File: config.mk
export PLATFORM = sky130hd
export DESIGN_NAME = smram_access_decoder
export DESIGN_NICKNAME = d
export VERILOG_FILES = /design/src/rtl/smram_dec_pkg.sv /design/src/rtl/smram_cfg_regs.sv /design/src/rtl/smram_region_match.sv /design/src/rtl/smram_route_sel.sv /design/src/rtl/smram_access_decoder.sv
export SDC_FILE = /design/constraint.sdc
export NUM_CORES = 1
export LEC_CHECK = 0
export ABC_AREA = 0
export ABC_CLOCK_PERIOD_IN_PS = 5400
export BUFFER_PORTS_ARGS = -buffer_cell sky130_fd_sc_hd__buf_4
export CORE_UTILIZATION = 45
export CTS_BUF_LIST = sky130_fd_sc_hd__clkbuf_8 sky130_fd_sc_hd__clkbuf_16
export CTS_CLUSTER_SIZE = 40
export DETAILED_ROUTE_END_ITERATION = 8
export PLACE_DENSITY = 0.88
export SLEW_MARGIN = 0
export SYNTH_ARGS = -nofsm -noshare
export SYNTH_HDL_FRONTEND = slang
export SYNTH_SLANG_ARGS = --single-unit
File: constraint.sdc
create_clock -name clk -period 5.4 [get_ports clk]
set_clock_uncertainty 0.2 [all_clocks]
set_input_delay 1.08 -clock clk [delete_from_list [all_inputs] [get_ports clk]]
set_output_delay 1.08 -clock clk [all_outputs]
set_load 0.02 [all_outputs]
File: src/rtl/smram_dec_pkg.sv
package smram_dec_pkg;

    localparam int unsigned MIB_SHIFT = 20;

    typedef enum logic [1:0] {
        RT_DRAM  = 2'd0,
        RT_VIDEO = 2'd1,
        RT_ZERO  = 2'd2,
        RT_FLASH = 2'd3
    } route_e;

    typedef struct packed {
        logic        open_win;
        logic        locked;
        logic [1:0]  tseg_code;
        logic [31:0] top_low;
    } smram_cfg_t;

    typedef struct packed {
        logic in_legacy;
        logic in_tseg;
        logic in_flash;
    } region_hit_t;

    function automatic logic [31:0] tseg_bytes(input logic [1:0] code);
        case (code)
            2'b01:   tseg_bytes = 32'd1 << MIB_SHIFT;
            2'b10:   tseg_bytes = 32'd2 << MIB_SHIFT;
            2'b11:   tseg_bytes = 32'd8 << MIB_SHIFT;
            default: tseg_bytes = 32'd0;
        endcase
    endfunction

endpackage

File: src/rtl/smram_cfg_regs.sv
module smram_cfg_regs
    import smram_dec_pkg::*;
#(
    parameter logic [31:0] TOP_LOW_RESET = 32'h8000_0000
) (
    input  logic        clk,
    input  logic        rst,
    input  logic        cfg_we,
    input  logic        cfg_sel,
    input  logic [31:0] cfg_wdata,
    output smram_cfg_t  cfg
);

    localparam int unsigned KEEP_BITS = 32 - MIB_SHIFT;

    smram_cfg_t cfg_q;
    logic       unused_bits;

    assign unused_bits = ^cfg_wdata[MIB_SHIFT-1:4];
    assign cfg = cfg_q;

    always_ff @(posedge clk) begin
        if (rst) begin
            cfg_q.open_win  <= 1'b0;
            cfg_q.locked    <= 1'b0;
            cfg_q.tseg_code <= 2'b00;
            cfg_q.top_low   <= TOP_LOW_RESET;
        end else if (cfg_we && !cfg_q.locked) begin
            if (!cfg_sel) begin
                cfg_q.open_win  <= cfg_wdata[0] & ~cfg_wdata[1];
                cfg_q.locked    <= cfg_wdata[1];
                cfg_q.tseg_code <= cfg_wdata[3:2];
            end else begin
                cfg_q.top_low <= {cfg_wdata[31:MIB_SHIFT], {MIB_SHIFT{1'b0}}};
            end
        end
    end

    AST_LOCK_STICKY: assert property (@(posedge clk) disable iff (rst)
        cfg_q.locked |=> cfg_q.locked);
    AST_CFG_FROZEN: assert property (@(posedge clk) disable iff (rst)
        cfg_q.locked |=> ($stable(cfg_q.tseg_code) && $stable(cfg_q.top_low)));
    AST_OPEN_CLEARED: assert property (@(posedge clk) disable iff (rst)
        cfg_q.locked |-> !cfg_q.open_win);
    AST_TOLUD_ALIGNED: assert property (@(posedge clk) disable iff (rst)
        cfg_q.top_low[MIB_SHIFT-1:0] == '0);

    initial begin
        assert (KEEP_BITS > 0);
    end

endmodule

File: src/rtl/smram_region_match.sv
module smram_region_match
    import smram_dec_pkg::*;
#(
    parameter logic [31:0] LEGACY_BASE = 32'h000A_0000,
    parameter logic [31:0] LEGACY_SIZE = 32'h0002_0000,
    parameter logic [31:0] FLASH_BASE  = 32'hFF00_0000,
    parameter logic [32:0] FLASH_BYTES = 33'h0100_0000
) (
    input  logic [31:0] addr,
    input  smram_cfg_t  cfg,
    output region_hit_t hit
);

    localparam logic [32:0] LEGACY_END = {1'b0, LEGACY_BASE} + {1'b0, LEGACY_SIZE};
    localparam logic [32:0] FLASH_END  = {1'b0, FLASH_BASE} + FLASH_BYTES;

    logic [32:0] addr_x;
    logic [32:0] tseg_len;
    logic [32:0] tseg_base;
    logic [32:0] top_x;

    always_comb begin
        addr_x   = {1'b0, addr};
        top_x    = {1'b0, cfg.top_low};
        tseg_len = {1'b0, tseg_bytes(cfg.tseg_code)};
        if (tseg_len > top_x) tseg_base = '0;
        else                  tseg_base = top_x - tseg_len;

        hit.in_legacy = (addr_x >= {1'b0, LEGACY_BASE}) && (addr_x < LEGACY_END);
        hit.in_flash  = (addr_x >= {1'b0, FLASH_BASE})  && (addr_x < FLASH_END);
        hit.in_tseg   = (cfg.tseg_code != 2'b00) &&
                        (addr_x >= tseg_base) && (addr_x < top_x);
    end

endmodule

File: src/rtl/smram_route_sel.sv
module smram_route_sel
    import smram_dec_pkg::*;
(
    input  logic        clk,
    input  logic        rst,
    input  region_hit_t hit,
    input  smram_cfg_t  cfg,
    input  logic        req_write,
    input  logic        req_smm,
    output route_e      route,
    output logic        blocked
);

    logic open_eff;

    assign open_eff = cfg.open_win & ~cfg.locked;

    always_comb begin
        route   = RT_DRAM;
        blocked = 1'b0;
        if (hit.in_flash) begin
            if (req_write && !req_smm) begin
                route   = RT_ZERO;
                blocked = 1'b1;
            end else begin
                route = RT_FLASH;
            end
        end else if (hit.in_tseg) begin
            if (req_smm) begin
                route = RT_DRAM;
            end else begin
                route   = RT_ZERO;
                blocked = req_write;
            end
        end else if (hit.in_legacy) begin
            route = (req_smm || open_eff) ? RT_DRAM : RT_VIDEO;
        end
    end

    AST_SMM_NO_VIDEO: assert property (@(posedge clk) disable iff (rst)
        req_smm |-> route != RT_VIDEO);
    AST_TSEG_HIDDEN: assert property (@(posedge clk) disable iff (rst)
        (hit.in_tseg && !hit.in_flash && !req_smm) |-> route == RT_ZERO);
    AST_FLASH_WR_DROP: assert property (@(posedge clk) disable iff (rst)
        (hit.in_flash && req_write && !req_smm) |-> (blocked && route == RT_ZERO));
    AST_BLOCK_ON_WRITE: assert property (@(posedge clk) disable iff (rst)
        blocked |-> (req_write && route == RT_ZERO));

endmodule

File: src/rtl/smram_access_decoder.sv
module smram_access_decoder
    import smram_dec_pkg::*;
#(
    parameter logic [31:0] TOP_LOW_RESET = 32'h8000_0000,
    parameter logic [31:0] FLASH_BASE    = 32'hFF00_0000,
    parameter logic [32:0] FLASH_BYTES   = 33'h0100_0000
) (
    input  logic        clk,
    input  logic        rst,
    input  logic        cfg_we,
    input  logic        cfg_sel,
    input  logic [31:0] cfg_wdata,
    input  logic [31:0] req_addr,
    input  logic        req_write,
    input  logic        req_smm,
    output logic [1:0]  route_o,
    output logic        blocked_o
);

    smram_cfg_t  cfg;
    region_hit_t hit;
    route_e      route;

    smram_cfg_regs #(.TOP_LOW_RESET(TOP_LOW_RESET)) u_regs (
        .clk       (clk),
        .rst       (rst),
        .cfg_we    (cfg_we),
        .cfg_sel   (cfg_sel),
        .cfg_wdata (cfg_wdata),
        .cfg       (cfg)
    );

    smram_region_match #(
        .FLASH_BASE  (FLASH_BASE),
        .FLASH_BYTES (FLASH_BYTES)
    ) u_match (
        .addr (req_addr),
        .cfg  (cfg),
        .hit  (hit)
    );

    smram_route_sel u_sel (
        .clk       (clk),
        .rst       (rst),
        .hit       (hit),
        .cfg       (cfg),
        .req_write (req_write),
        .req_smm   (req_smm),
        .route     (route),
        .blocked   (blocked_o)
    );

    assign route_o = route;

endmodule

# Word-level counts from Yosys, hierarchy flattened
# Index checks and enable logic that the tools add are counted.
totals:
  n_memories: 0
  ram_bits: 0
  elab_cells: 42
  inputBits: 70
  latchBits: 0
  regBits: 16
  out_inout_bits: 3
  mem_bits_ro: 0
classes:
  n_mux: 12
  order_cmp: 6
  add_sub_neg: 1
  n_bitwise: 5
  div_mod_pow: 0
  n_eq_ne: 3
  mul: 0
  n_reduce_logical: 11
  shifts: 0
ops:
  columns: ["operator", "count"]
  rows:
  - ["24-bit case mux with 3 select lines", 1]
  - ["32-bit by 33-bit greater-or-equal comparator with 1-bit output", 1]
  - ["33-bit two-way mux", 1]
  - ["32-bit by 24-bit subtractor with 33-bit output", 1]
  - ["32-bit by 20-bit greater-or-equal comparator with 1-bit output (second input constant)", 1]
  - ["32-bit greater-or-equal comparator (second input constant)", 1]
  - ["24-bit by 32-bit > comparator with 1-bit output", 1]
  - ["32-bit by 20-bit < comparator with 1-bit output (second input constant)", 1]
  - ["32-bit < comparator", 1]
  - ["2-bit two-way mux", 4]
  - ["1-bit two-way mux", 6]
  - ["1-bit logical AND", 5]
  - ["2-bit == test (second input constant)", 2]
  - ["2-bit AND reduction", 2]
  - ["1-bit NOT", 3]
  - ["1-bit AND", 2]
  - ["2-bit by 1-bit == test with 1-bit output (second input constant)", 1]
  - ["1-bit logical NOT", 2]
  - ["2-bit nonzero test", 1]
  - ["1-bit logical OR", 1]

# Longest topological paths before layout
# Gate-level depths: netlist of the first run.
depth:
  depth_word: 9
  depth_mapped: 16
  mapped_depth_nobuf: 16

# Hierarchy
# Synthesis of the first run repeated with hierarchy kept, for this count alone.
hier_totals:
  cells_unflattened: 372
  area_unflattened_um2: 2867.8
by_module_without_submodules:
  columns: ["module", "seq_area_each_um2", "cells_each", "area_each_um2", "n_inst"]
  rows:
  - ["smram_region_match", 0.0, 272, 1934.4, 1]
  - ["smram_cfg_regs", 320.3, 92, 877.1, 1]
  - ["smram_route_sel", 0.0, 8, 56.3, 1]

# Worst setup path after synthesis of the first run
# OpenSTA, ideal clock, no wires.
synth_path:
  kind: "flip-flop to output port"
  startpoint: "register u_regs.cfg_q, in the netlist u_regs.cfg[32]"
  endpoint: "output route_o[1]"
  setup_slack_ps: 798
  n_path_buf: 0
  required_ps: 4120
  arrival_ps: 3322
  stages_incl_launch_ff: 17
  path_cell_list: "dfxtp_1 > nor2b_1 > ha_1 > inv_1 > fa_1 > o21ai_1 > nand4_1 > nor2_1 > xnor2_1 > nand2_1 > ha_1 > nand4_1 > or3_1 > nor4_1 > o22a_1 > o221ai_2 > o21ai_1"
synth_between:
  elab_chain_cells: 9
  elab_cells_between_ends: 13
  cone_classes: "add/sub: 1; order compare: 2; eq/ne: 3; mux: 4; reduce/logical: 3"
synth_rtl:
  columns: ["element", "line_no", "text"]
  rows:
  - ["start, declared", "smram_cfg_regs.sv:16", "smram_cfg_t cfg_q;"]
  - ["2-bit == test or 2-bit by 1-bit == test with 1-bit output (tied branches)", "smram_dec_pkg.sv:26", "case (code)"]
  - ["24-bit case mux with 3 select lines", "smram_dec_pkg.sv:26", null]
  - ["32-bit by 24-bit subtractor with 33-bit output or 24-bit by 32-bit > comparator with 1-bit output (tied branches)", "smram_region_match.sv:27, smram_region_match.sv:26", null]
  - ["33-bit two-way mux", "smram_region_match.sv:26", "if (tseg_len > top_x) tseg_base = '0;"]
  - ["32-bit by 33-bit greater-or-equal comparator with 1-bit output", "smram_region_match.sv:32", "(addr_x >= tseg_base) && (addr_x < top_x);"]
  - ["1-bit logical AND (*)", "smram_region_match.sv:31", "hit.in_tseg = (cfg.tseg_code != 2'b00) &&"]
  - ["1-bit logical AND (*)", "smram_region_match.sv:32", null]
  - ["2-bit two-way mux (*)", "smram_route_sel.sv:28", "end else if (hit.in_tseg) begin"]
  - ["2-bit two-way mux (*)", "smram_route_sel.sv:21", "if (hit.in_flash) begin"]
  - ["end, declared", "smram_access_decoder.sv:16", "output logic [1:0] route_o,"]
# Every way passes the cells marked *; elsewhere a longest branch is shown, timed or not.

# Worst setup path in the final report of the first run
# Same ends and word-level chain as after synthesis.

==> results of run 1 <==
## cell usage in the layout, fill, tap and decap left out, drive strengths merged, types with 3 or more instances in the layout
master	count
o21ai	9
nor2	11
nor4	9
nand2b	3
mux2i	3
nand2	36
nor2b	4
nand3	6
ha	26
nor3	3
a21oi	20
inv	18
buf	57
dfxtp	16
xnor2	4
nand4	4
clkbuf	4
## where the power goes
group	switching (uW)	leakage (uW)	internal [uW]
sequential	6.73	0.000131	124
clock	38.0	0.0000288	64.5
combinational	76.2	0.000743	78.2
total	121	0.000902	267
## worst max-delay path: cells and delay by family (launching register included)
kind	cells	cell delay, ps
simple gates	9	1780
compound gates	4	810
fa+ha+maj	2	470
flops	1	340
buf+inv	1	160
## per-layer routing
layer / up-vias / routed length (um)
met4: 0 / 43
met3: 6 / 282
met5: - / 0
met2: 66 / 1970
li1: 863 / -
met1: 730 / 1760
## cells by family (layout without fill, tap and decap cells)
family / after synthesis / in the layout / synth area share [%]
muxes: 3 / 3 / 1.87
buffers and inverters: 22 / 79 / 5.15
xor gates and xnor gates: 4 / 4 / 2.19
adders and majority gates: 27 / 27 / 21.5
and+or+nand+nor: 87 / 87 / 28.9
AOI/OAI and AO/OA: 48 / 48 / 20.4
DFF: 16 / 16 / 20.0
## final timing paths
path,slack [ps],startpoint,cells past startpoint,end
max,320,u_regs.cfg[32]$_SDFFE_PP0P_,16,route_o[1]
min reg2reg,280,u_regs.cfg[20]$_SDFFE_PP0P_,2,u_regs.cfg[20]$_SDFFE_PP0P_
min,280,u_regs.cfg[20]$_SDFFE_PP0P_,2,u_regs.cfg[20]$_SDFFE_PP0P_
max reg2reg,3830,u_regs.cfg[34]$_SDFFE_PP0P_,3,u_regs.cfg[32]$_SDFFE_PP0P_
## metrics by stage
step	area [um^2]	total power, uW	hold slack [ps]
floorplan	1600	226	236
global placement	2070	279	245
detailed placement	2070	286	271
CTS	2120	389	286
global route	2140	419	296
finish	2140	388	283
## cells in the mapped netlist, types with 3 or more instances
cell type,instances
a21oi_1,19
nor4_1,8
nand3_1,6
clkbuf_1,4
mux2i_1,3
o21ai_1,3
o21ai_0,6
nor2_1,11
nand2b_1,3
ha_1,26
xnor2_1,4
nand2_1,35
nand4_1,4
inv_1,18
nor2b_1,4
dfxtp_1,16
## area by class of cell
cell class                      instances  area, um^2
Timing Repair Buffer                   57         428
Multi-Input combinational cell        169        1210
Tap cell                               46        57.6
Inverter                               18        67.6
Fill cell                             314        1220
Clock buffer                            4        55.1
Sequential cell                        16         320
## timing repair
item                       CTS  global route
gates resized for setup      0             2
setup endpoints to repair    0             3
hold buffers                 0             0
setup buffers                0             1
==> out/metrics.csv, run 1 <==
stage;metric;value;unit
worst_setup_path;cp_slowest_cell;dfxtp_1;
timing;finalSetupViolCount;0;
power;vdd_drop_max;0.186;mV
place;io_buffers;56;
worst_setup_path;cp_data_required_time;4120;ps
timing;fin_ws;320;ps
worst_setup_path;path_cells;nand2b_1 -> ha_1 -> nor2b_1 -> o31ai_2 -> nand2_1 -> nor3_4 -> nand2_2 -> nand3_1 -> ha_1 -> nand4_1 -> or3_1 -> nor4_2 -> o22a_1 -> o221ai_2 -> o21ai_1 -> buf_4;
drt;drtIter0Drc;100;
timing;rsz0062_at_grt;false;
grt;grtUsageMet1;27.5;%
finish;diodes;0;
grt;grt_pass1_wl;6.45;mm
timing;finalMaxSlewViolations;0;
synth;synth.top_cell.area_share;20.3;%
run_status;outcome;finished clean;
worst_setup_path;start_kind;register;
timing;finalCriticalPeriod;5080;ps
floorplan;ios;73;
grt;use_met3;2.73;%
timing;slew_headroom;53.4;%
finish;nets;362;
floorplan;die-width;61.7;um
synth;synthCells;207;
grt;grt_pass1_vias;1609;
worst_setup_path;crit_path_end_kind;output pin;
drt;firstDrtPassIters;4;
clock_network;path_clk_slew;60;ps
floorplan;start_util;47.7;%
floorplan;die_area;3800;um^2
grt;grtUsageMet2;40.9;%
worst_setup_path;crit_fanout;7;
clock_network;clockBufferDepth;2;
drt;drc;0;
clock_network;cts_tree;built;
place;dpl.hpwl;3.46;mm
finish;final_util;63.6;%
place;gp_congestion;0.849;
synth;synth-seq-cells;16;
clock_network;h-tree-depth;1;
floorplan;dieHeight;61.7;um
synth;synth_top_area_cell;ha_1;
drt;num_vias;1665;
clock_network;cts-buffers-inserted;3;
timing;hold_violations;0;
grt;antenna_found_initial;0;
power;leakagePower;0.000902;uW
floorplan;coreArea;3360;um^2
place;dp_cells;305;
synth;yosysWarnings;0;
synth;synthArstFlopShare;0;%
synth;synth_edf_count;0;
finish;final_cells;310;
synth;ys_seq_area_share;20.0;%
flow_run;cap_violations;0;
synth;yosys_most_used_dff;dfxtp_1;
worst_setup_path;critPathKind;reg -> out;
floorplan;rows;21;
timing;min_period_over_period;94.1;%
timing;setup_tns;0;ps
synth;avgSynthCellArea;7.74;um^2
clock_network;clockRootBuffer;clkbuf_8;
grt;grt_max_degree;17;
drt;wl_per_cell;13.1;um
drt;wl;4.06;mm
synth;syn_area;1600;um^2
clock_network;clock-sinks;16;
worst_setup_path;cp_common_cell;ha_1;
timing;tightest_slew;697;ps
power;power_density;181;nW/um^2
min_path;worst_hold_path_type;reg -> reg;
timing;max_freq;197;MHz
synth;syn-num-nets;304;
drt;postRouteAntennaNets;0;
synth;synth_cell_type_count;48;
worst_setup_path;cp.arrival;3800;ps
clock_network;worstSkewPairLatency;240;ps
place;place_ws;468;ps
grt;grt_use_total;22.8;%
worst_setup_path;cp_slowest_stage_delay;340;ps
synth;synth_area_leaders;ha_1 (20%), dfxtp_1 (20%), nand2_1 (8.2%), a21oi_1 (5.9%), inv_1 (4.2%);
finish;syn2layout_area_growth;33.4;%
finish;layout-drive-gt1-share;27.7;%
grt;grt_overflow_total;0;
grt;busiest_layer;met2;
finish;largest_reg_flops;16;
drt;via_per_inst;5.37;
(Power assumes the default switching activity.)
==> run 2: changes to the inputs <==
--- a/config.mk
+++ b/config.mk
@@ -6,13 +6,13 @@
 export NUM_CORES = 1
 export LEC_CHECK = 0
 export ABC_AREA = 0
-export ABC_CLOCK_PERIOD_IN_PS = 5400
+export ABC_CLOCK_PERIOD_IN_PS = 6100
 export BUFFER_PORTS_ARGS = -buffer_cell sky130_fd_sc_hd__buf_4
-export CORE_UTILIZATION = 45
+export CORE_UTILIZATION = 40
 export CTS_BUF_LIST = sky130_fd_sc_hd__clkbuf_8 sky130_fd_sc_hd__clkbuf_16
 export CTS_CLUSTER_SIZE = 40
 export DETAILED_ROUTE_END_ITERATION = 8
-export PLACE_DENSITY = 0.88
+export PLACE_DENSITY = 0.81
 export SLEW_MARGIN = 0
 export SYNTH_ARGS = -nofsm -noshare
 export SYNTH_HDL_FRONTEND = slang
==> constraint.sdc (replaced) <==
create_clock -name clk -period 6.1 [get_ports clk]
set_clock_uncertainty 0.2 [all_clocks]
set_input_delay 1.22 -clock clk [delete_from_list [all_inputs] [get_ports clk]]
set_output_delay 1.22 -clock clk [all_outputs]
set_load 0.1 [all_outputs]
==> run 2 against run 1 <==
  * Routed wire length up 3.6%
  * Highest routed layer unchanged
  * Sequential share of layout area grew 0.11 points
  * Cell count is 0.32% higher
  * Clock-buffer cell count stayed put
  * Register-to-register slack improved by 700 ps
  * Global-route usage down 2.9 points
  * Sequential power is 12% lower
  * Largest cell class unchanged
  * Hold slack worse by 29 ps
  * Largest power group unchanged
==> out/metrics.csv, run 2 (synthesis results as in run 1) <==
stage;metric;value;unit;change
worst_setup_path;crit_fanout;5;;was 7
power;combPwrFrac;40.4;%;was 39.8%
min_path;worst_hold_path_type;reg -> reg;;unchanged
drt;postRouteAntennaNets;0;;unchanged
finish;layout_common_cells;buf_4 (56), nand2_1 (35), ha_1 (26), a21oi_1 (19), inv_1 (18);;was buf_4 (57), nand2_1 (35), ha_1 (26), a21oi_1 (19), inv_1 (18)
worst_setup_path;path_cells;nor2b_1 -> ha_1 -> inv_1 -> fa_1 -> o21ai_1 -> nand4_1 -> nor2_1 -> xnor2_1 -> nand2_1 -> ha_1 -> nand4_1 -> or3_1 -> nor4_1 -> o22a_1 -> o221ai_2 -> a21boi_2 -> buf_4;;was nand2b_1 -> ha_1 -> nor2b_1 -> o31ai_2 -> nand2_1 -> nor3_4 -> nand2_2 -> nand3_1 -> ha_1 -> nand4_1 -> or3_1 -> nor4_2 -> o22a_1 -> o221ai_2 -> o21ai_1 -> buf_4
finish;final_common_cell;buf_4;;unchanged
timing;min_period_over_period;94.7;%;
drt;wl_per_cell;13.5;um;was 13.1 um
worst_setup_path;crit_path_end_kind;output pin;;unchanged
grt;antenna_found_initial;0;;unchanged
timing;hold_violations;0;;unchanged
timing;rsz0062_at_grt;false;;unchanged
floorplan;start_util;42.8;%;was 47.7%
finish;final_cells;311;;was 310
finish;syn2layout_area_growth;32.5;%;was 33.4%
floorplan;die_area;4260;um^2;was 3800 um^2
clock_network;clock-sinks;16;;unchanged
grt;grt_overflow_total;0;;unchanged
timing;fin_ws;324;ps;was 320 ps
grt;grt_max_degree;17;;unchanged
finish;diodes;0;;unchanged
power;vdd_drop_max;0.145;mV;was 0.186 mV
timing;hold_ws;254;ps;was 283 ps
timing;tightest_slew;697;ps;about the same
power;power_density;163;nW/um^2;was 181 nW/um^2
grt;grt_pass1_wl;6.74;mm;was 6.45 mm
worst_setup_path;cp.arrival;4360;ps;was 3800 ps
finish;layout-drive-gt1-share;26.6;%;was 27.7%
flow_run;cap_violations;0;;unchanged
power;total_power;347;uW;was 388 uW
floorplan;ios;73;;unchanged
grt;grt_pass1_vias;1612;;was 1609
clock_network;cts_resized;0;;unchanged
timing;finalSetupViolCount;0;;unchanged
finish;multiInputGateArea;1200;um^2;was 1210 um^2
floorplan;coreArea;3740;um^2;was 3360 um^2
clock_network;ctsHoldBuffers;0;;unchanged
drt;wl;4.20;mm;was 4.06 mm
drt;drtIter0Drc;42;;was 100
finish;nets;361;;was 362
drt;drc;0;;unchanged
timing;setup_tns;0;ps;unchanged
floorplan;die-width;65.3;um;was 61.7 um
timing;finalMaxSlewViolations;0;;unchanged
worst_setup_path;critPathKind;reg -> out;;unchanged
finish;fillers;368;;was 314
place;io_buffers;56;;unchanged
place;place_ws;629;ps;was 468 ps
clock_network;cts_tree;built;;unchanged
finish;largest_reg_flops;16;;unchanged
power;p_int;235;uW;was 267 uW
power;p_sw;111;uW;was 121 uW
clock_network;cts-buffers-inserted;3;;unchanged
clock_network;postCtsSetupBuffers;0;;unchanged
clock_network;h-tree-depth;1;;unchanged
power;clkPwrFrac;26.3;%;was 26.5%
drt;num_vias;1680;;was 1665
worst_setup_path;cp_data_required_time;4680;ps;was 4120 ps
place;dp_cells;307;;was 305
timing;max_freq;173;MHz;
place;gp_congestion;0.913;;was 0.849
floorplan;rows;22;;was 21
place;dpl.hpwl;3.64;mm;was 3.46 mm
clock_network;path_clk_slew;60;ps;about the same
clock_network;clockBufferDepth;2;;unchanged
power;swShare;32.1;%;was 31.2%
floorplan;dieHeight;65.3;um;was 61.7 um
drt;firstDrtPassIters;4;;unchanged
power;p_seq_share;33.3;%;was 33.7%
power;leakagePower;0.000896;uW;was 0.000902 uW
clock_network;worstSkewPairLatency;240;ps;about the same
clock_network;clockRootBuffer;clkbuf_8;;unchanged
worst_setup_path;cp_slowest_stage_delay;420;ps;was 340 ps
timing;finalCriticalPeriod;5780;ps;
worst_setup_path;cp_slowest_cell;nor4_1;;was dfxtp_1
finish;final-seq-area;320;um^2;unchanged
timing;slew_headroom;53.4;%;about the same
worst_setup_path;start_kind;register;;unchanged
run_status;outcome;finished clean;;unchanged
grt;grt_use_total;19.9;%;was 22.8%
drt;via_per_inst;5.40;;was 5.37
run 2: changes by cell type in the layout (fill, tap and decap cells not counted):
cell     delta
nor4_1      +1
nor4_2      -1
o21ai_1     +1
o21ai_2     -1
buf_4       -1
run 2: final timing paths:
| check | start | endpoint | slack, ps | cells past startpoint |
|---|---|---|---|---|
| hold / removal | u_regs.cfg[20]$_SDFFE_PP0P_ | u_regs.cfg[20]$_SDFFE_PP0P_ | 250 | 2 |
| setup / recovery | u_regs.cfg[32]$_SDFFE_PP0P_ | blocked_o | 320 | 17 |
| hold reg to reg | u_regs.cfg[20]$_SDFFE_PP0P_ | u_regs.cfg[20]$_SDFFE_PP0P_ | 250 | 2 |
| setup reg to reg | u_regs.cfg[34]$_SDFFE_PP0P_ | u_regs.cfg[33]$_SDFFE_PP0P_ | 4530 | 3 |
run 2: area by class of cell:
class,count,share of cell area (%)
timing repair buffer,56,19.8
tap,48,2.83
clock buffer,4,2.59
sequential,16,15.1
multi-input combinational,169,56.5
inverter,18,3.18
run 2: power by group through the flow:
stage	Sequential, uW	Clock [uW]	Combinational [uW]
final	115	91.1	140
after global routing	116	97.8	157
after CTS	116	93.0	140
after detailed placement	118	0	139
after global placement	117	0	133
after floorplan	116	0	86.6
run 2: per-layer routing:
metal  vias up  wire length (um)  global-route usage [%]
met5         -                 0                       0
met4         0                79                    8.70
met3         8               281                    2.78
met2        64              1980                    36.0
met1       748              1860                    23.2
li1        860                 -                       -
run 2: critical path, delay by kind of cell, from the launching register on:
kind | cells | cell delay [ps]
AOI/OAI and AO/OA | 4 | 850
xor gates and xnor gates | 1 | 130
adders and majority gates | 3 | 900
buffers and inverters | 2 | 340
DFF | 1 | 390
and+or+nand+nor | 7 | 1480
run 2: per-stage QoR:
step / utilization, % / area (um^2)
final: 56.7 / 2120
after global routing: 56.7 / 2120
after CTS: 56.7 / 2120
after detailed placement: 55.2 / 2070
after global placement: 55.2 / 2070
after floorplan: - / 1600
